===== src/rtl/fpe_pkg.sv =====
// Shared types for the flash pulse sequencer.
// Assumes: no more than three operations and three control states.
package fpe_pkg;
    typedef enum logic [1:0] {OP_PROG, OP_ADD, OP_ERASE} fpe_op_e;
    typedef enum logic [1:0] {ST_IDLE, ST_PULSE, ST_VERIFY} fpe_st_e;
endpackage


===== src/rtl/fpe_tick_timer.sv =====
// Dwell timer: counts us ticks while run is high and flags the tick that
// completes target ticks. A target of 0 behaves as 1.
// Assumes: target is held stable while run is high.
module fpe_tick_timer #(
    parameter int TW = 8
) (
    input  logic          clk,
    input  logic          rst_n,
    input  logic          run,
    input  logic          tick,
    input  logic [TW-1:0] target,
    output logic          expire
);
    logic [TW-1:0] cnt_q;

    // Completion: this tick brings the count to the target.
    assign expire = run && tick && (({1'b0, cnt_q} + 1'b1) >= {1'b0, target});

    // Tick counter, cleared outside a pulse and on completion.
    always_ff @(posedge clk) begin
        if (!rst_n)                 cnt_q <= '0;
        else if (!run || expire)    cnt_q <= '0;
        else if (tick)              cnt_q <= cnt_q + 1'b1;
    end

    AST_CNT_BELOW_TARGET: assert property (@(posedge clk) disable iff (!rst_n)
        (run && target != '0) |-> (cnt_q < target));
endmodule


===== src/rtl/fpe_attempt_ctr.sv =====
// Attempt counter: loads 1 at sequence start and steps once per failed
// verify. Reports when the count has reached the allowed limit.
// Assumes: step is only raised while below the limit.
module fpe_attempt_ctr #(
    parameter int NW = 10
) (
    input  logic          clk,
    input  logic          rst_n,
    input  logic          load,
    input  logic          step,
    input  logic [NW-1:0] limit,
    output logic [NW-1:0] n,
    output logic          at_limit
);
    logic [NW-1:0] n_q;

    assign n        = n_q;
    assign at_limit = (n_q >= limit);

    // Attempt number register.
    always_ff @(posedge clk) begin
        if (!rst_n)     n_q <= '0;
        else if (load)  n_q <= {{(NW-1){1'b0}}, 1'b1};
        else if (step)  n_q <= n_q + 1'b1;
    end

    AST_NO_OVERFLOW: assert property (@(posedge clk) disable iff (!rst_n)
        step |-> !at_limit);
endmodule


===== src/rtl/fpe_dwell_sel.sv =====
// Dwell and limit selection: picks the pulse width in ticks and the attempt
// ceiling from the operation, the attempt number and the captured erase
// settings. Purely combinational.
// Assumes: TW and NW are wide enough for every value produced.
module fpe_dwell_sel
    import fpe_pkg::*;
#(
    parameter int SHORT_US  = 30,
    parameter int LONG_US   = 200,
    parameter int ADD_US    = 10,
    parameter int SWITCH_N  = 6,
    parameter int PROG_MAX  = 1000,
    parameter int ADD_MAX   = 6,
    parameter int US_PER_MS = 1000,
    parameter int MS_W      = 8,
    parameter int CNT_W     = 8,
    parameter int TW        = 18,
    parameter int NW        = 10
) (
    input  fpe_op_e          op,
    input  logic [NW-1:0]    n,
    input  logic [MS_W-1:0]  ms,
    input  logic [CNT_W-1:0] emax,
    output logic [TW-1:0]    target,
    output logic [NW-1:0]    limit
);
    // Width and ceiling for the active operation.
    always_comb begin
        unique case (op)
            OP_ADD: begin
                target = TW'(ADD_US);
                limit  = NW'(ADD_MAX);
            end
            OP_ERASE: begin
                target = TW'(ms) * TW'(US_PER_MS);
                limit  = NW'(emax);
            end
            default: begin
                target = (n <= NW'(SWITCH_N)) ? TW'(SHORT_US) : TW'(LONG_US);
                limit  = NW'(PROG_MAX);
            end
        endcase
    end
endmodule


===== src/rtl/fpe_pulse_seq.sv =====
// Flash program/erase pulse sequencer (top). Runs pulse -> verify -> retry
// until pass or the attempt ceiling, then signals done (and fail).
// Assumes: us_tick is a one-cycle strobe; the verify stage answers each
// verify_req with exactly one verify_done.
module fpe_pulse_seq
    import fpe_pkg::*;
#(
    parameter int SHORT_US  = 30,
    parameter int LONG_US   = 200,
    parameter int ADD_US    = 10,
    parameter int SWITCH_N  = 6,
    parameter int PROG_MAX  = 1000,
    parameter int ADD_MAX   = 6,
    parameter int US_PER_MS = 1000,
    parameter int MS_W      = 8,
    parameter int CNT_W     = 8
) (
    input  logic             clk,
    input  logic             rst_n,
    input  logic             us_tick,
    input  logic             start_prog,
    input  logic             start_addprog,
    input  logic             start_erase,
    input  logic [MS_W-1:0]  erase_ms,
    input  logic [CNT_W-1:0] erase_max,
    input  logic             verify_done,
    input  logic             verify_pass,
    output logic             prog_en,
    output logic             erase_en,
    output logic             verify_req,
    output logic             done,
    output logic             fail
);
    localparam int ERASE_TOP = ((1 << MS_W) - 1) * US_PER_MS;
    localparam int PROG_TOP  = (LONG_US > SHORT_US) ? LONG_US : SHORT_US;
    localparam int PA_TOP    = (PROG_TOP > ADD_US) ? PROG_TOP : ADD_US;
    localparam int T_MAX     = (ERASE_TOP > PA_TOP) ? ERASE_TOP : PA_TOP;
    localparam int TW        = $clog2(T_MAX + 1);
    localparam int EC_TOP    = (1 << CNT_W) - 1;
    localparam int PC_TOP    = (PROG_MAX > ADD_MAX) ? PROG_MAX : ADD_MAX;
    localparam int N_MAX     = (PC_TOP > EC_TOP) ? PC_TOP : EC_TOP;
    localparam int NW        = $clog2(N_MAX + 1);

    fpe_st_e          state_q;
    fpe_op_e          op_q;
    logic [MS_W-1:0]  ms_q;
    logic [CNT_W-1:0] emax_q;
    logic             done_q, fail_q;
    logic             start_any, ctr_load, ctr_step, expire, at_limit;
    logic [NW-1:0]    n;
    logic [NW-1:0]    limit;
    logic [TW-1:0]    target;

    assign start_any = start_prog | start_addprog | start_erase;
    assign ctr_load  = (state_q == ST_IDLE) && start_any;
    assign ctr_step  = (state_q == ST_VERIFY) && verify_done && !verify_pass && !at_limit;

    fpe_dwell_sel #(
        .SHORT_US(SHORT_US), .LONG_US(LONG_US), .ADD_US(ADD_US),
        .SWITCH_N(SWITCH_N), .PROG_MAX(PROG_MAX), .ADD_MAX(ADD_MAX),
        .US_PER_MS(US_PER_MS), .MS_W(MS_W), .CNT_W(CNT_W), .TW(TW), .NW(NW)
    ) u_sel (
        .op(op_q), .n(n), .ms(ms_q), .emax(emax_q),
        .target(target), .limit(limit)
    );

    fpe_attempt_ctr #(.NW(NW)) u_ctr (
        .clk(clk), .rst_n(rst_n), .load(ctr_load), .step(ctr_step),
        .limit(limit), .n(n), .at_limit(at_limit)
    );

    fpe_tick_timer #(.TW(TW)) u_tmr (
        .clk(clk), .rst_n(rst_n), .run(state_q == ST_PULSE), .tick(us_tick),
        .target(target), .expire(expire)
    );

    // Sequence control: start arbitration, pulse/verify loop, end status.
    always_ff @(posedge clk) begin
        if (!rst_n) begin
            state_q <= ST_IDLE;
            op_q    <= OP_PROG;
            ms_q    <= '0;
            emax_q  <= '0;
            done_q  <= 1'b0;
            fail_q  <= 1'b0;
        end else begin
            done_q <= 1'b0;
            fail_q <= 1'b0;
            unique case (state_q)
                ST_IDLE: if (start_any) begin
                    state_q <= ST_PULSE;
                    if (start_erase) begin
                        op_q   <= OP_ERASE;
                        ms_q   <= erase_ms;
                        emax_q <= erase_max;
                    end else if (start_prog) begin
                        op_q <= OP_PROG;
                    end else begin
                        op_q <= OP_ADD;
                    end
                end
                ST_PULSE: if (expire) state_q <= ST_VERIFY;
                ST_VERIFY: if (verify_done) begin
                    if (verify_pass) begin
                        done_q  <= 1'b1;
                        state_q <= ST_IDLE;
                    end else if (at_limit) begin
                        done_q  <= 1'b1;
                        fail_q  <= 1'b1;
                        state_q <= ST_IDLE;
                    end else begin
                        state_q <= ST_PULSE;
                    end
                end
                default: state_q <= ST_IDLE;
            endcase
        end
    end

    // Output decode from state and captured operation.
    assign prog_en    = (state_q == ST_PULSE) && (op_q != OP_ERASE);
    assign erase_en   = (state_q == ST_PULSE) && (op_q == OP_ERASE);
    assign verify_req = (state_q == ST_VERIFY);
    assign done       = done_q;
    assign fail       = fail_q;

    AST_ONE_ENABLE: assert property (@(posedge clk) disable iff (!rst_n)
        !(prog_en && erase_en));
    AST_EN_DROP_TO_REQ: assert property (@(posedge clk) disable iff (!rst_n)
        ($fell(prog_en) || $fell(erase_en)) |-> verify_req);
    AST_REQ_QUIET: assert property (@(posedge clk) disable iff (!rst_n)
        verify_req |-> (!prog_en && !erase_en));
    AST_DONE_PULSE: assert property (@(posedge clk) disable iff (!rst_n)
        done |=> !done);
    AST_FAIL_WITH_DONE: assert property (@(posedge clk) disable iff (!rst_n)
        fail |-> done);
    AST_ERASE_HELD: assert property (@(posedge clk) disable iff (!rst_n)
        (state_q != ST_IDLE) |=> ($stable(ms_q) && $stable(emax_q)));
    AST_BUSY_IGNORES: assert property (@(posedge clk) disable iff (!rst_n)
        (state_q != ST_IDLE && op_q != OP_ERASE) |=> !erase_en);
endmodule


===== config.mk =====
export PLATFORM = sky130hd
export DESIGN_NAME = fpe_pulse_seq
export DESIGN_NICKNAME = d
export VERILOG_FILES = /design/src/rtl/fpe_pkg.sv /design/src/rtl/fpe_tick_timer.sv /design/src/rtl/fpe_attempt_ctr.sv /design/src/rtl/fpe_dwell_sel.sv /design/src/rtl/fpe_pulse_seq.sv
export SDC_FILE = /design/constraint.sdc
export NUM_CORES = 1
export LEC_CHECK = 0
export ABC_CLOCK_PERIOD_IN_PS = 10720
export BUFFER_PORTS_ARGS = -buffer_cell sky130_fd_sc_hd__buf_4
export CAP_MARGIN = 30
export CORE_ASPECT_RATIO = 1.5
export CORE_MARGIN = 2
export CORE_UTILIZATION = 40
export CTS_CLUSTER_SIZE = 30
export DETAILED_ROUTE_END_ITERATION = 10
export REMOVE_ABC_BUFFERS = 1
export SLEW_MARGIN = 15
export SYNTH_ARGS = -nofsm -noshare
export SYNTH_HDL_FRONTEND = slang
export SYNTH_SLANG_ARGS = --single-unit

===== constraint.sdc =====
create_clock -name clk -period 10.72 [get_ports clk]
set_clock_uncertainty 0.2 [all_clocks]
set_input_delay 0.536 -clock clk [delete_from_list [all_inputs] [get_ports clk]]
set_output_delay 0.536 -clock clk [all_outputs]
set_load 0.03 [all_outputs]

Word-level counts from Yosys, hierarchy flattened
Cells that the tools add are included.

cells by class
  add/subtract/negate cells = 3
  multipliers = 1
  divide/modulo/power cells = 0
  magnitude comparators = 3
  eq/ne operators = 8
  shift operators = 0
  muxes and demuxes = 15
  bitwise gates (word level) = 5
  reduce and logical (&&, ||, !) cells = 21

operators with widths
  kind                   count
  $pmux 18 s2            1
  $pmux 10 s2            1
  $add 18x1->19 const B  1
  $ge 19x18->1           1
  $add 18x1->18 const B  1
  $mul 8x7->15 const B   1
  $add 10x1->10 const B  1
  $ge 10x10->1           1
  $le 10x3->1 const B    1
  $reduce_and 3->1       3
  $logic_and 1x1->1      8
  $mux 2                 4
  $mux 8                 1
  $ne 2x2->1 const B     4
  $mux 1                 7
  $pmux 2 s3             1
  $eq 2x1->1 const B     2
  $eq 2x2->1 const B     2
  $reduce_or 2->1        2
  $reduce_or 4->1        1
  $logic_not 1->1        3
  $not 1->1              3
  $logic_not 2->1        1
  $or 1x1->1             2
  3 further kinds        3

word-level totals
  register bits after elaboration = 50
  bits in latches = 0
  bits in writable memories = 0
  bits in read-only memories = 0
  input port bits = 24
  output and inout port bits = 5
  word-level logic and storage cells = 65
  memories kept = 0

Longest topological paths before layout
  word-level depth = 7
  gate-level depth with buffers = 23
  depth with buffers taken out = 22

By module
From an unflattened synthesis, not the netlist that was laid out.

second synthesis, totals
  cells, all modules = 577
  area, all modules = 4,852.2 um^2

modules (own cells, without submodules)
  module           times used  cells each  area an instance (um^2)  seq. area each (um^2)
  fpe_dwell_sel    1           191         1,656.6                  0.0
  fpe_tick_timer   1           223         1,627.8                  360.3
  fpe_pulse_seq    1           84          899.6                    440.4
  fpe_attempt_ctr  1           79          668.1                    200.2

Least setup slack after synthesis
No wires, ideal clock.

  path type = reg2reg
  from = reg ms_q[1]
  to = reg u_tmr.cnt_q[16]
  setup time = 0.062 ns
  arrival = 5.452 ns
  required time = 10.458 ns
  slack = 5.006 ns
  cell stages (with the launch flop) = 23
  buffers on the path = 1
  period minus slack after synthesis = 5.714 ns
  cell sequence = dfxtp_1 inv_1 fa_1 fa_1 fa_1 fa_1 inv_1 ha_1 o2111ai_1 nand3_1 o41ai_1 o21ai_0 xor2_1 nand2_1 ha_1 nand3_1 a21oi_1 a2111oi_4 o21ai_2 a21bo_1 buf_6 or3_1 nand3_1

on the way
  cells in the longest elaborated chain, start to end = 6

RTL lines
  item                       RTL line              RTL
  from (decl)                fpe_pulse_seq.sv:46   logic [MS_W-1:0] ms_q;
  from (signal assigned)     fpe_pulse_seq.sv:94   ms_q <= erase_ms;
  $mul 8x7->15               fpe_dwell_sel.sv:35   target = TW'(ms) * TW'(US_PER_MS);
  $pmux 18 s2                fpe_dwell_sel.sv:29   unique case (op)
  $ge 19x18->1               fpe_tick_timer.sv:17  assign expire = run && tick && (({1'b0, cnt_q} + 1'b1) >= {1'b0, target});
  $logic_and 1x1->1          fpe_tick_timer.sv:17
  $logic_or 1x1->1           fpe_tick_timer.sv:22  else if (!run || expire) cnt_q <= '0;
  $reduce_or 2->1 (no line)  --
  to (signal assigned)       fpe_tick_timer.sv:23  else if (tick) cnt_q <= cnt_q + 1'b1;
  to (decl)                  fpe_tick_timer.sv:14  logic [TW-1:0] cnt_q;

No other way between the ends.
A chain may end at the register's enable or synchronous reset.

Worst setup path in the final report
  from = reg ms_q[1]
  to = reg u_tmr.cnt_q[5]

Same word-level chain as after synthesis.

==> impl_summary.log <==
[metrics] outcome: complete, no violations
[metrics] highest ir drop seen on vdd: 57.7 uV
[metrics] placement-stage cell area: 0.00496 mm2
[metrics] pin count of the biggest net entering global routing: 28
[metrics] Worst path slowest cell: sky130_fd_sc_hd__fa_1
[metrics] Die X-Extent: 91.8 um
[metrics] number of rows created at floorplan: 48
[metrics] portion of synthesized cell area occupied by the leading cell type: between 20% and 30%
[metrics] quantity of gates resized following cts: 0
[metrics] ratio of routed vias to standard cells: 5.28
[metrics] antenna violations before repair: 0
[metrics] share of post-route cells with drive strength above 1: approximately 7.2%
[metrics] most area-consuming cells after synthesis: sky130_fd_sc_hd__dfxtp_1, sky130_fd_sc_hd__ha_1, sky130_fd_sc_hd__fa_1, sky130_fd_sc_hd__nand2_1, sky130_fd_sc_hd__xnor2_1
[metrics] Worst Reg2Reg Path Length in Cells: 21
[metrics] number of synthesized register bits: 50
[metrics] Vert. Die Dim: 136 um
[metrics] die outline area: 0.0125 mm2
[metrics] endpoint kind of the worst setup timing path: register
[metrics] detailed-route via count: 3857
[metrics] Post-Synthesis Mean Instance Area: 8.26 um2
[metrics] worst slack at placement: about 4500 ps
[metrics] worst max-slew margin expressed relative to the limit: 38.1%
[metrics] Post-Synthesis Cells: 560
[metrics] count of distinct cell types in the synthesized netlist: 53
[metrics] maximum count of clock buffers along a single path: 2
[metrics] time the worst path needs with I/O delays and setup: 6290 ps
[metrics] reg2reg end: u_tmr.cnt_q[5]
[metrics] vias in the first global route: 3702
[metrics] Critical Path Start Type: register
[metrics] peak fanout along the critical path: 9
[metrics] Ys Warns: 0
[metrics] number of clock sinks: 50
[metrics] count of boundary I/O pins: 29
[metrics] clock tree from TritonCTS: yes
[metrics] RSZ-0062 raised after global routing: false
[metrics] GRT Overall Usage: approximately 18%
[metrics] Final Max Tran Viols: 0
[metrics] final design area excluding fillers: roughly 0.0051 mm2
[metrics] starting utilization of the core area: roughly two fifths
[metrics] total global routing overflow: 0
[metrics] fin crit share: 58.7%
[metrics] I/O Buffers: 28
[metrics] Inserted Clock Buffers: 5
[metrics] dominant synthesized flop cell: sky130_fd_sc_hd__dfxtp_1
[metrics] Setup Fix Bufs, Post-CTS: 0
[metrics] Setup violations, final: 0
[metrics] data arrival time at the worst-slack endpoint: roughly 6300 ps
[metrics] hold-fix buffer count after cts: 0
[metrics] global placer's final weighted congestion: 0.894
[metrics] most frequent cells after synthesis: sky130_fd_sc_hd__nand2_1, sky130_fd_sc_hd__ha_1, sky130_fd_sc_hd__dfxtp_1, sky130_fd_sc_hd__inv_1, sky130_fd_sc_hd__nor2_1
[metrics] dominant cell type by area after synthesis: sky130_fd_sc_hd__dfxtp_1
[metrics] crit path setup slack, layout: ~4400 ps
[metrics] final HPWL from detailed placement: 8540 um
[metrics] DRC violation count after routing: 0
[metrics] cell depth of the worst min-delay path: 2
[metrics] achievable clock frequency: between 150 and 200 MHz
[metrics] Iter 0 DRT Violations: 110
[metrics] launching point of the worst reg2reg path: ms_q[1]
[metrics] Cell Area, Synth: 0.00462 mm2
[metrics] leading cell type by number of instances after synthesis: sky130_fd_sc_hd__nand2_1
[metrics] clock-pin slew on the worst setup and hold paths: 70 ps
[metrics] required time at the worst-slack endpoint: 10710 ps
[metrics] CP cell instances: inv_1 > fa_1 > fa_1 > fa_1 > fa_1 > inv_1 > ha_1 > o2111ai_1 > nand3_1 > o41ai_1 > o21ai_0 > xor2_1 > nand2_1 > ha_1 > nand3_1 > nor2_1 > nand4_1 > o2111ai_1 > nand2_2 > a31o_1 > a21o_1
[metrics] static leakage: 2.32 nW
[metrics] FF-to-FF setup slack: 4430 ps
[metrics] worst hold-check path type: reg2reg
[metrics] Clk Latency, worst-skew pair: approximately 300 ps
[metrics] final hold violation count: 0
[metrics] Post-synth EDFFs: 0
[metrics] first-pass GRT wire length: approximately 18000 um
[metrics] total negative slack for setup checks: 0 ps
[metrics] Power Density: 120 mW/mm2
[metrics] proportion of register bits with asynchronous set or reset after synthesis: 0%
[metrics] count of antenna-violating nets left after detailed routing: 0
[metrics] hold path startpoint: emax_q[7]
[metrics] hold path endpoint: emax_q[7]
[metrics] delay of the slowest cell on the worst path: 590 ps
[metrics] number of levels the H-tree was split into: 2
[metrics] synth-to-layout area growth: 11.0%
[metrics] Routed WL: 10500 um
[metrics] Core Footprint: 0.0114 mm2
[metrics] most frequent cell on the critical path: sky130_fd_sc_hd__fa_1
[metrics] count of max-cap constraint violations: 0
[metrics] Final Net Count: around 700
[metrics] Worst Tran Pin Value: 921 ps
[metrics] first-pass detailed-route iteration total: 4
[metrics] Diodes inserted: 0
[metrics] sequential cell area fraction in the yosys report: between 20% and 30%
[metrics] start-to-end type of the worst setup path: reg2reg
[metrics] cell at the root of the clock tree: sky130_fd_sc_hd__clkbuf_16
[metrics] WL per Instance: 14.4 um
## placed cells by master (no fill, tap or decap), drive strengths merged, types with 5 or more instances in the layout
cell / n
nand2: 86
ha: 70
inv: 52
dfxtp: 50
nor2: 33
buf: 28
xnor2: 27
nand3: 25
a21oi: 21
fa: 21
o21ai: 21
a21boi: 19
nor3: 13
nand4: 9
and2: 9
nor2b: 8
a211oi: 7
xor2: 6
a31oi: 6
and3: 5
mux2i: 5
clkbuf: 5
## stage by stage
| step | util [%] | power [W] | hold WS (ps) | instances |
|---|---|---|---|---|
| 2_1_floorplan | - | 0.000372 | 239 | 545 |
| 6_report | 45.0 | 0.000615 | 269 | 731 |
| 3_5_place_dp | 43.5 | 0.000431 | 259 | 723 |
| 3_3_place_gp | 43.5 | 0.000423 | 250 | 723 |
| 5_1_grt | 45.0 | 0.000662 | 286 | 731 |
| 4_1_cts | 45.0 | 0.000624 | 273 | 731 |
## area by class of cell
cell class	count	area, um2
clock inverter	3	47.5
tap	150	188
clock buffer	5	125
fill	1131	6280
sequential	50	1000
inverter	51	191
multi-input combinational	444	3370
timing repair buffer	28	210
## sequential cells by signal (all words and copies together), names as in the netlist
name / cells
u_tmr.cnt_q: 18
u_ctr.n: 10
emax_q: 8
ms_q: 8
op_q: 2
state_q: 2
done: 1
fail: 1
## routing by layer
layer,global-route usage [%],vias to the layer above,part of all wire [%]
met1,21.5,1814,44
met5,0,-,0
met4,4.56,0,1.0
li1,-,1987,-
met2,32.4,50,53
met3,2.23,6,2.0
## worst max-delay path, delay by kind of cell (launching register included)
family	cells	cell delay (ps)
adder cells (fa/ha/maj)	6	2750
AO/OA/AOI/OAI	6	1460
AND/OR/NAND/NOR	6	920
flip-flops	1	510
XOR/XNOR	1	170
buffers and inverters	2	160
## where the power goes
group	total [W]	internal (W)	switching, W
Sequential	0.000205	0.000194	0.0000112
Clock	0.000190	0.000112	0.0000782
Combinational	0.000219	0.0000922	0.000127
Total	0.000615	0.000398	0.000217
## worst max-delay path by stage
stage | from | end | slack [ps]
2_1_floorplan | ms_q[1] | u_tmr.cnt_q[5] | 5000
3_3_place_gp | ms_q[1] | u_tmr.cnt_q[5] | 4580
3_5_place_dp | ms_q[1] | u_tmr.cnt_q[5] | 4450
4_1_cts | ms_q[1] | u_tmr.cnt_q[5] | 4430
5_1_grt | ms_q[1] | u_tmr.cnt_q[5] | 3920
6_report | ms_q[1] | u_tmr.cnt_q[5] | 4430
## logic make-up after synthesis
logic type | after synthesis | synth area share (%)
DFF | 50 | 21.6
adders and majority gates | 91 | 28.0
and+or+nand+nor | 205 | 20.8
xor gates and xnor gates | 33 | 6.25
AOI/OAI and AO/OA | 110 | 16.7
buffers and inverters | 66 | 5.52
muxes | 5 | 1.08
Power figures use the tool's default switching activity.
